<file path="config.mk">
export PLATFORM = sky130hd
export DESIGN_NAME = operand_screen
export DESIGN_NICKNAME = d
export VERILOG_FILES = /design/src/rtl/screen_pkg.sv /design/src/rtl/screen_classify.sv /design/src/rtl/screen_policy.sv /design/src/rtl/operand_screen.sv
export SDC_FILE = /design/constraint.sdc
export NUM_CORES = 1
export LEC_CHECK = 0
export BUFFER_PORTS_ARGS = -buffer_cell sky130_fd_sc_hd__buf_2
export CORE_AREA = 2 2 82 84
export CTS_CLUSTER_SIZE = 10
export DETAILED_ROUTE_END_ITERATION = 6
export DIE_AREA = 0 0 84 86
export HOLD_SLACK_MARGIN = 0.1
export MAX_ROUTING_LAYER = met4
export PLACE_DENSITY = 0.83
export RECOVER_POWER = 50
export SLEW_MARGIN = 40
export SYNTH_ARGS = -nofsm -noshare
export SYNTH_HDL_FRONTEND = slang
export SYNTH_SLANG_ARGS = --single-unit
</file>
<file path="constraint.sdc">
create_clock -name clk -period 1.1 [get_ports clk]
set_input_delay 0.11 -clock clk [delete_from_list [all_inputs] [get_ports clk]]
set_output_delay 0.11 -clock clk [all_outputs]
set_load 0.05 [all_outputs]
</file>
<file path="src/rtl/screen_pkg.sv">
package screen_pkg;

  typedef enum logic [1:0] {
    POL_ARITH = 2'd0,
    POL_CMP   = 2'd1,
    POL_SWC   = 2'd2,
    POL_SWC_B = 2'd3
  } policy_e;

  typedef enum logic [1:0] {
    CAUSE_NONE = 2'd0,
    CAUSE_UNF  = 2'd1,
    CAUSE_INV  = 2'd2,
    CAUSE_OVF  = 2'd3
  } cause_e;

  typedef struct packed {
    logic sign;
    logic exp_zero;
    logic exp_max;
    logic frac_nz;
  } op_class_t;

endpackage

</file>
<file path="src/rtl/screen_classify.sv">
module screen_classify #(
  parameter int EXP_W  = 11,
  parameter int FRAC_W = 52
) (
  input  logic [EXP_W+FRAC_W:0] op,
  output screen_pkg::op_class_t cls
);
  localparam int DATA_W = 1 + EXP_W + FRAC_W;

  logic [EXP_W-1:0]  exp_f;
  logic [FRAC_W-1:0] frac_f;

  assign exp_f  = op[DATA_W-2 -: EXP_W];
  assign frac_f = op[FRAC_W-1:0];

  always_comb begin
    cls.sign     = op[DATA_W-1];
    cls.exp_zero = (exp_f == '0);
    cls.exp_max  = (exp_f == '1);
    cls.frac_nz  = (frac_f != '0);
  end

  // r3_: the two exponent classes never overlap
  always_comb begin
    assert (!(cls.exp_zero && cls.exp_max));
  end
endmodule

</file>
<file path="src/rtl/screen_policy.sv">
module screen_policy #(
  parameter int EXP_W  = 11,
  parameter int FRAC_W = 52
) (
  input  logic [EXP_W+FRAC_W:0]  op,
  input  screen_pkg::op_class_t  cls,
  input  logic [1:0]             mode,
  input  logic                   dnz,
  output logic [EXP_W+FRAC_W:0]  res,
  output logic                   trap,
  output logic [1:0]             cause
);
  import screen_pkg::*;
  localparam int DATA_W = 1 + EXP_W + FRAC_W;

  logic swc;
  logic flush;

  assign swc = mode[1];

  always_comb begin
    flush = dnz && cls.exp_zero && (swc || cls.frac_nz);
    res   = flush ? {cls.sign, {(DATA_W-1){1'b0}}} : op;
    trap  = 1'b0;
    cause = CAUSE_NONE;
    if (!swc) begin
      if (cls.exp_zero && cls.frac_nz && !dnz) begin
        trap  = 1'b1;
        cause = CAUSE_UNF;
      end else if (cls.exp_max && cls.frac_nz) begin
        trap  = 1'b1;
        cause = CAUSE_INV;
      end else if (cls.exp_max && mode == POL_ARITH) begin
        trap  = 1'b1;
        cause = CAUSE_OVF;
      end
    end
  end
endmodule

</file>
<file path="src/rtl/operand_screen.sv">
module operand_screen #(
  parameter int EXP_W  = 11,
  parameter int FRAC_W = 52
) (
  input  logic                       clk,
  input  logic                       rst,
  input  logic                       in_valid,
  input  logic [EXP_W+FRAC_W:0]      in_data,
  input  logic [1:0]                 in_mode,
  input  logic                       in_dnz,
  output logic                       out_valid,
  output logic [EXP_W+FRAC_W:0]      out_data,
  output logic                       out_trap,
  output logic [1:0]                 out_cause
);
  import screen_pkg::*;
  localparam int DATA_W = 1 + EXP_W + FRAC_W;

  op_class_t         cls;
  logic [DATA_W-1:0] res;
  logic              trap_c;
  logic [1:0]        cause_c;

  screen_classify #(.EXP_W(EXP_W), .FRAC_W(FRAC_W)) u_classify (
    .op  (in_data),
    .cls (cls)
  );

  screen_policy #(.EXP_W(EXP_W), .FRAC_W(FRAC_W)) u_policy (
    .op    (in_data),
    .cls   (cls),
    .mode  (in_mode),
    .dnz   (in_dnz),
    .res   (res),
    .trap  (trap_c),
    .cause (cause_c)
  );

  always_ff @(posedge clk) begin
    if (rst) begin
      out_valid <= 1'b0;
      out_data  <= '0;
      out_trap  <= 1'b0;
      out_cause <= CAUSE_NONE;
    end else begin
      out_valid <= in_valid;
      out_trap  <= in_valid && trap_c;
      out_cause <= (in_valid && trap_c) ? cause_c : CAUSE_NONE;
      if (in_valid) out_data <= res;
    end
  end

  p_valid_follows_r2: assert property (@(posedge clk) disable iff (rst)
    in_valid |=> out_valid);
  p_idle_follows_r2: assert property (@(posedge clk) disable iff (rst)
    !in_valid |=> !out_valid);
  p_trap_qualified_r2: assert property (@(posedge clk) disable iff (rst)
    out_trap |-> out_valid);
  p_cause_quiet_r2: assert property (@(posedge clk) disable iff (rst)
    !out_trap |-> out_cause == CAUSE_NONE);
  p_normal_pass_r3: assert property (@(posedge clk) disable iff (rst)
    (in_valid && in_data[DATA_W-2 -: EXP_W] != '0 && in_data[DATA_W-2 -: EXP_W] != '1)
    |=> (!out_trap && out_data == $past(in_data)));
  p_cmp_inf_pass_r8: assert property (@(posedge clk) disable iff (rst)
    (in_valid && in_mode == POL_CMP && in_data[DATA_W-2 -: EXP_W] == '1
     && in_data[FRAC_W-1:0] == '0)
    |=> (!out_trap && out_data == $past(in_data)));
  p_swc_no_trap_r9: assert property (@(posedge clk) disable iff (rst)
    (in_valid && in_mode[1]) |=> !out_trap);
endmodule

</file>
# == After elaboration in Yosys (flattened, before gate mapping) ==
# Index checks and enable logic that the tools add are counted.
# totals
wordCells,29
register_bits,68
in_bits,70
output_inout_bits,68
# classes
eq_ne,1
bitwise_logic,1
muxes,8
n_reduce_logical,14
# ops
operator,count
63-bit two-way mux,1
52-bit nonzero test,1
"11-bit == test, second input constant",1
11-bit logical NOT,1
1-bit logical AND,7
1-bit two-way mux,5
2-bit two-way mux,2
4-bit OR reduction,1
3-bit OR reduction,1
2-bit logical NOT,1
1-bit logical NOT,1
1-bit logical OR,1
1-bit inverter,1

# == Logic depth before layout (Yosys ltp) ==
# logic_depth
ltp_word,9
ltp_mapped,5
ltp_nobuf,4

# == Modules after synthesis ==
# Synthesis repeated with hierarchy kept, for this count alone.
# hier_totals
hier_cells,320
area_unflattened_um2,3159.3
# modules_own_cells
module,seq_area_each_um2,instances,cells_per_inst,area_each_um2
operand_screen,1361.3,1,214,2412.3
screen_policy,0.0,1,79,578.1
screen_classify,0.0,1,27,168.9

# == Least setup slack after synthesis ==
# Ideal clock, no wire load.
# synth_timing
path_kind,input to register
startpoint,in in_data[56]
endpoint,reg out_data[0]
n_path_buf,1
setup_slack_ps,-36
required_ps,983
path_stages,5
setup_time_ps,117
t_arrival_ps,1020
cell_sequence,nor4_1 -> and3_2 -> a21oi_4 -> buf_6 -> a22o_1
# synth_between
elab_chain_cells,4
# synth_lines
item,line_no,text
from (decl),operand_screen.sv:8,"input logic [EXP_W+FRAC_W:0] in_data,"
11-bit logical NOT,screen_classify.sv:18,cls.exp_zero = (exp_f == '0);
1-bit logical AND (2 in a row),screen_policy.sv:22,flush = dnz && cls.exp_zero && (swc || cls.frac_nz);
63-bit two-way mux,screen_policy.sv:23,"res = flush ? {cls.sign, {(DATA_W-1){1'b0}}} : op;"
to (signal assigned),operand_screen.sv:49,if (in_valid) out_data <= res;
to (decl),operand_screen.sv:12,"output logic [EXP_W+FRAC_W:0] out_data,"
# No other way between the ends.
# A chain may end at the register's enable or synchronous reset.

# == Worst setup path in the final report ==
# layout_timing
startpoint,reg out_data[43]
endpoint,out out_data[43]
# No word-level cell between the ends.

==> impl_summary.log <==
INFO  metric run_status = completed
INFO  metric post_cts_buffers = 0
INFO  metric dr.pass1.iters = 4
INFO  metric routedWlPerCell = 15.31 microns
INFO  metric worstHoldPathType = primary input to flop
INFO  metric num_io_pins = ~140
INFO  metric post_synth_inst_count = 194
INFO  metric die_area = 7224 sq um
INFO  metric clock_latency = approximately 320 ps
INFO  metric setup_total_negative_slack = 0 ps
INFO  metric critical_path.n_buffers_inverters = 1
INFO  metric worstPathMaxFanout = 2
INFO  metric worst_max_slew_margin_expressed_relative_to_the_limit = 79.99%
INFO  metric clk_transition_reported_paths = around 70 ps
INFO  metric cts_made_buffers = 9
INFO  metric globalRouteOverflowTotal = 0
INFO  metric max_clock_freq = 938.5 MHz
INFO  metric die_w = approximately 84 microns
INFO  metric layout_setup_ws = 34.46 ps
INFO  metric place.gp.congestion = 0.7977
INFO  metric max_stage_delay = 360 ps
INFO  metric number_of_vias_in_the_routed_layout = ~2.5k
INFO  metric timing.critical_path.to_type = output pin
INFO  metric yosysUniqueCellTypes = 21
INFO  metric worstSetupPathDepth = 1
INFO  metric post-layout-total-power = 5.766 mW
INFO  metric maximum_number_of_pins_on_one_net_before_global_route_repair = 31
INFO  metric leakagePower = 1.995 nW
INFO  metric synthesis.area = 2320 sq um
INFO  metric port_buffers = roughly 140
INFO  metric clock_tree.buffer_depth = 2
INFO  metric cp_cell_sequence = buf_2
INFO  metric hold-path-cell-count = 3
INFO  metric drv.max_cap_violation_count = 0
INFO  metric final.period_utilization = 96.87%
INFO  metric detail_route.iter0.violations = 92
INFO  metric report.final.slew_viol_count = 0
INFO  metric clk_root_buf = sky130_fd_sc_hd__clkbuf_8
INFO  metric cts.htree.levels = 3
INFO  metric ys_seq_area_share = 58.68%
INFO  metric syn_to_final_growth = 76.86%
INFO  metric rows = 29
INFO  metric final_period_minus_worst_setup_slack = 1066 ps
INFO  metric die-height = 86 microns
INFO  metric placement.setup.worst_slack = -561.8 ps
INFO  metric core_region_area = 6277 sq um
INFO  metric cts_tree = yes
INFO  metric ir_drop_worst_case_vdd = 0.0009991 V
INFO  metric route.detailed.drc = 0
INFO  metric warnings_synthesis = 0
INFO  metric tightest_slew = 297.4 ps
INFO  metric initial_core_util = 36.95%
INFO  metric final_layout_size_suffix_gt1_share = about half
INFO  metric grt_pass1_wl = approximately 12 mm
INFO  metric cts.sinks = 68
INFO  metric final_util = between 60% and 70%
INFO  metric number_of_nets_in_the_layout = 483
INFO  metric syn-mean-instance-area = approximately 12 sq um
INFO  metric worstSetupPathType = flop to output pin
INFO  metric critPathRequiredTime = 990 ps
INFO  metric totalWireLength = about 7.6 mm
INFO  metric report.final.setup_viol = 0
INFO  metric antenna_cells = 0
INFO  metric reg2reg_depth = 2
INFO  metric timing.critical_path.from_type = flop
INFO  metric pwr_density_cell = around 1400 nW/um^2
INFO  metric postRouteAntennaNets = 0
INFO  metric grt_pass1_vias = 2486
INFO  metric standard_cell_with_the_maximum_stage_delay_on_the_critical_path = sky130_fd_sc_hd__dfxtp_1
INFO  metric hpwl = slightly above 5 mm
INFO  metric filler_cell_count = 487
INFO  metric synth_seq_cells = ~70
INFO  metric synth_fp_nets = 264
INFO  metric grt_antenna_before_repair = 0
INFO  metric critical_path_arrival = roughly 960 ps
INFO  metric worst_path_dominant_cell_family = flip-flops
INFO  metric layout.cells.most_common_list = sky130_fd_sc_hd__buf_2, sky130_fd_sc_hd__dfxtp_1, sky130_fd_sc_hd__a22o_1
INFO  metric viasPerCell = 5.061
INFO  metric grt_setup_unrepaired = yes
INFO  metric grt_usage = 21.11%
INFO  metric clock-skew-final = 0 ps
INFO  metric most_frequent_standard_cell_in_the_layout_excluding_fill_and_tap_cells = sky130_fd_sc_hd__buf_2
INFO  metric hold_viol_final = 0
## area by class of cell
cell class | count | area, sq um | share of cell area, %
Sequential cell | 68 | 1361 | 33.18
Multi-Input combinational cell | 112 | 980.9 | 23.91
Clock inverter | 5 | 27.53 | 0.6709
Inverter | 1 | 3.754 | 0.09149
Clock buffer | 11 | 141.4 | 3.446
Tap cell | 77 | 96.34 | 2.348
Timing Repair Buffer | 221 | 1491 | 36.35
## routing by layer
| metal | wire length (microns) | global-route usage [%] | up-vias | part of all wire [%] |
|---|---|---|---|---|
| met5 | 0 | - | - | 0 |
| met2 | 3838 | 35.49 | 119 | 51 |
| met3 | 444 | 4.427 | 18 | 5.9 |
| met4 | 153 | 8.504 | 0 | 2.0 |
| met1 | 3140 | 24.78 | 1181 | 41 |
| li1 | - | - | 1187 | - |
## synth_stat cells
cell	n	area share, %
sky130_fd_sc_hd__buf_6	5	2.4
sky130_fd_sc_hd__nor4_1	16	4.3
sky130_fd_sc_hd__a21oi_1	1	0.22
sky130_fd_sc_hd__nand4b_1	1	0.38
sky130_fd_sc_hd__nand2_1	2	0.32
sky130_fd_sc_hd__buf_2	2	0.43
sky130_fd_sc_hd__mux2i_1	13	5.6
sky130_fd_sc_hd__a22o_1	52	20
sky130_fd_sc_hd__clkbuf_1	6	0.97
sky130_fd_sc_hd__nor3_1	2	0.43
sky130_fd_sc_hd__a21boi_1	1	0.32
sky130_fd_sc_hd__o21ai_1	1	0.22
sky130_fd_sc_hd__nor4_4	1	0.92
sky130_fd_sc_hd__nor2_1	13	2.1
sky130_fd_sc_hd__nand2b_1	2	0.54
sky130_fd_sc_hd__and3_2	1	0.32
sky130_fd_sc_hd__nand3_1	1	0.22
sky130_fd_sc_hd__a21oi_4	1	0.70
sky130_fd_sc_hd__dfxtp_1	68	59
sky130_fd_sc_hd__inv_1	1	0.16
sky130_fd_sc_hd__nand4_1	4	1.1
## power by group
part / switching (mW) / total [mW] / internal [mW]
Clock: 0.875 / 1.74 / 0.864
Sequential: 0.0780 / 2.68 / 2.60
Combinational: 0.826 / 1.35 / 0.519
Total: 1.78 / 5.77 / 3.99
## registers in the layout, summed over array words and instances, names as in the netlist
| name | count |
|---|---|
| out_valid | 1 |
| out_trap | 1 |
| out_data | 64 |
| out_cause | 2 |
## worst paths after layout
path,startpoint,end,slack [ps]
max,out_data[43],out_data[43],30
min,in_data[42],out_data[42],110
max reg2reg,out_data[61],out_data[61],440
min reg2reg,out_data[44],out_data[44],470
## repair_timing
item / in CTS / in global routing
endpoints found under the setup margin: 3 / 58
pin swaps: 3 / 7
endpoints found under the hold margin: 41 / 0
hold buffers: 40 / 0
resized for setup: 7 / 22
## cells by family (layout without fill, tap and decap cells)
kind of cell / count (synthesis) / count (layout) / synth area share (%)
flip-flops: 68 / 68 / 58.68
AND/OR/NAND/NOR: 43 / 43 / 10.63
multiplexers: 13 / 13 / 5.609
buffers and inverters: 14 / 238 / 3.991
AO/OA/AOI/OAI: 56 / 56 / 21.09
## stage by stage
step | cell area (sq um) | cells | hold WS, ps
floorplan | 2326 | 194 | 182.4
global placement | 3415 | 440 | 296.3
detailed placement | 3415 | 440 | 305.2
CTS | 4019 | 495 | 100.1
global route | 4103 | 495 | 108.5
finish | 4103 | 495 | 106.9
No activity file was read; power rests on OpenSTA's default activity.
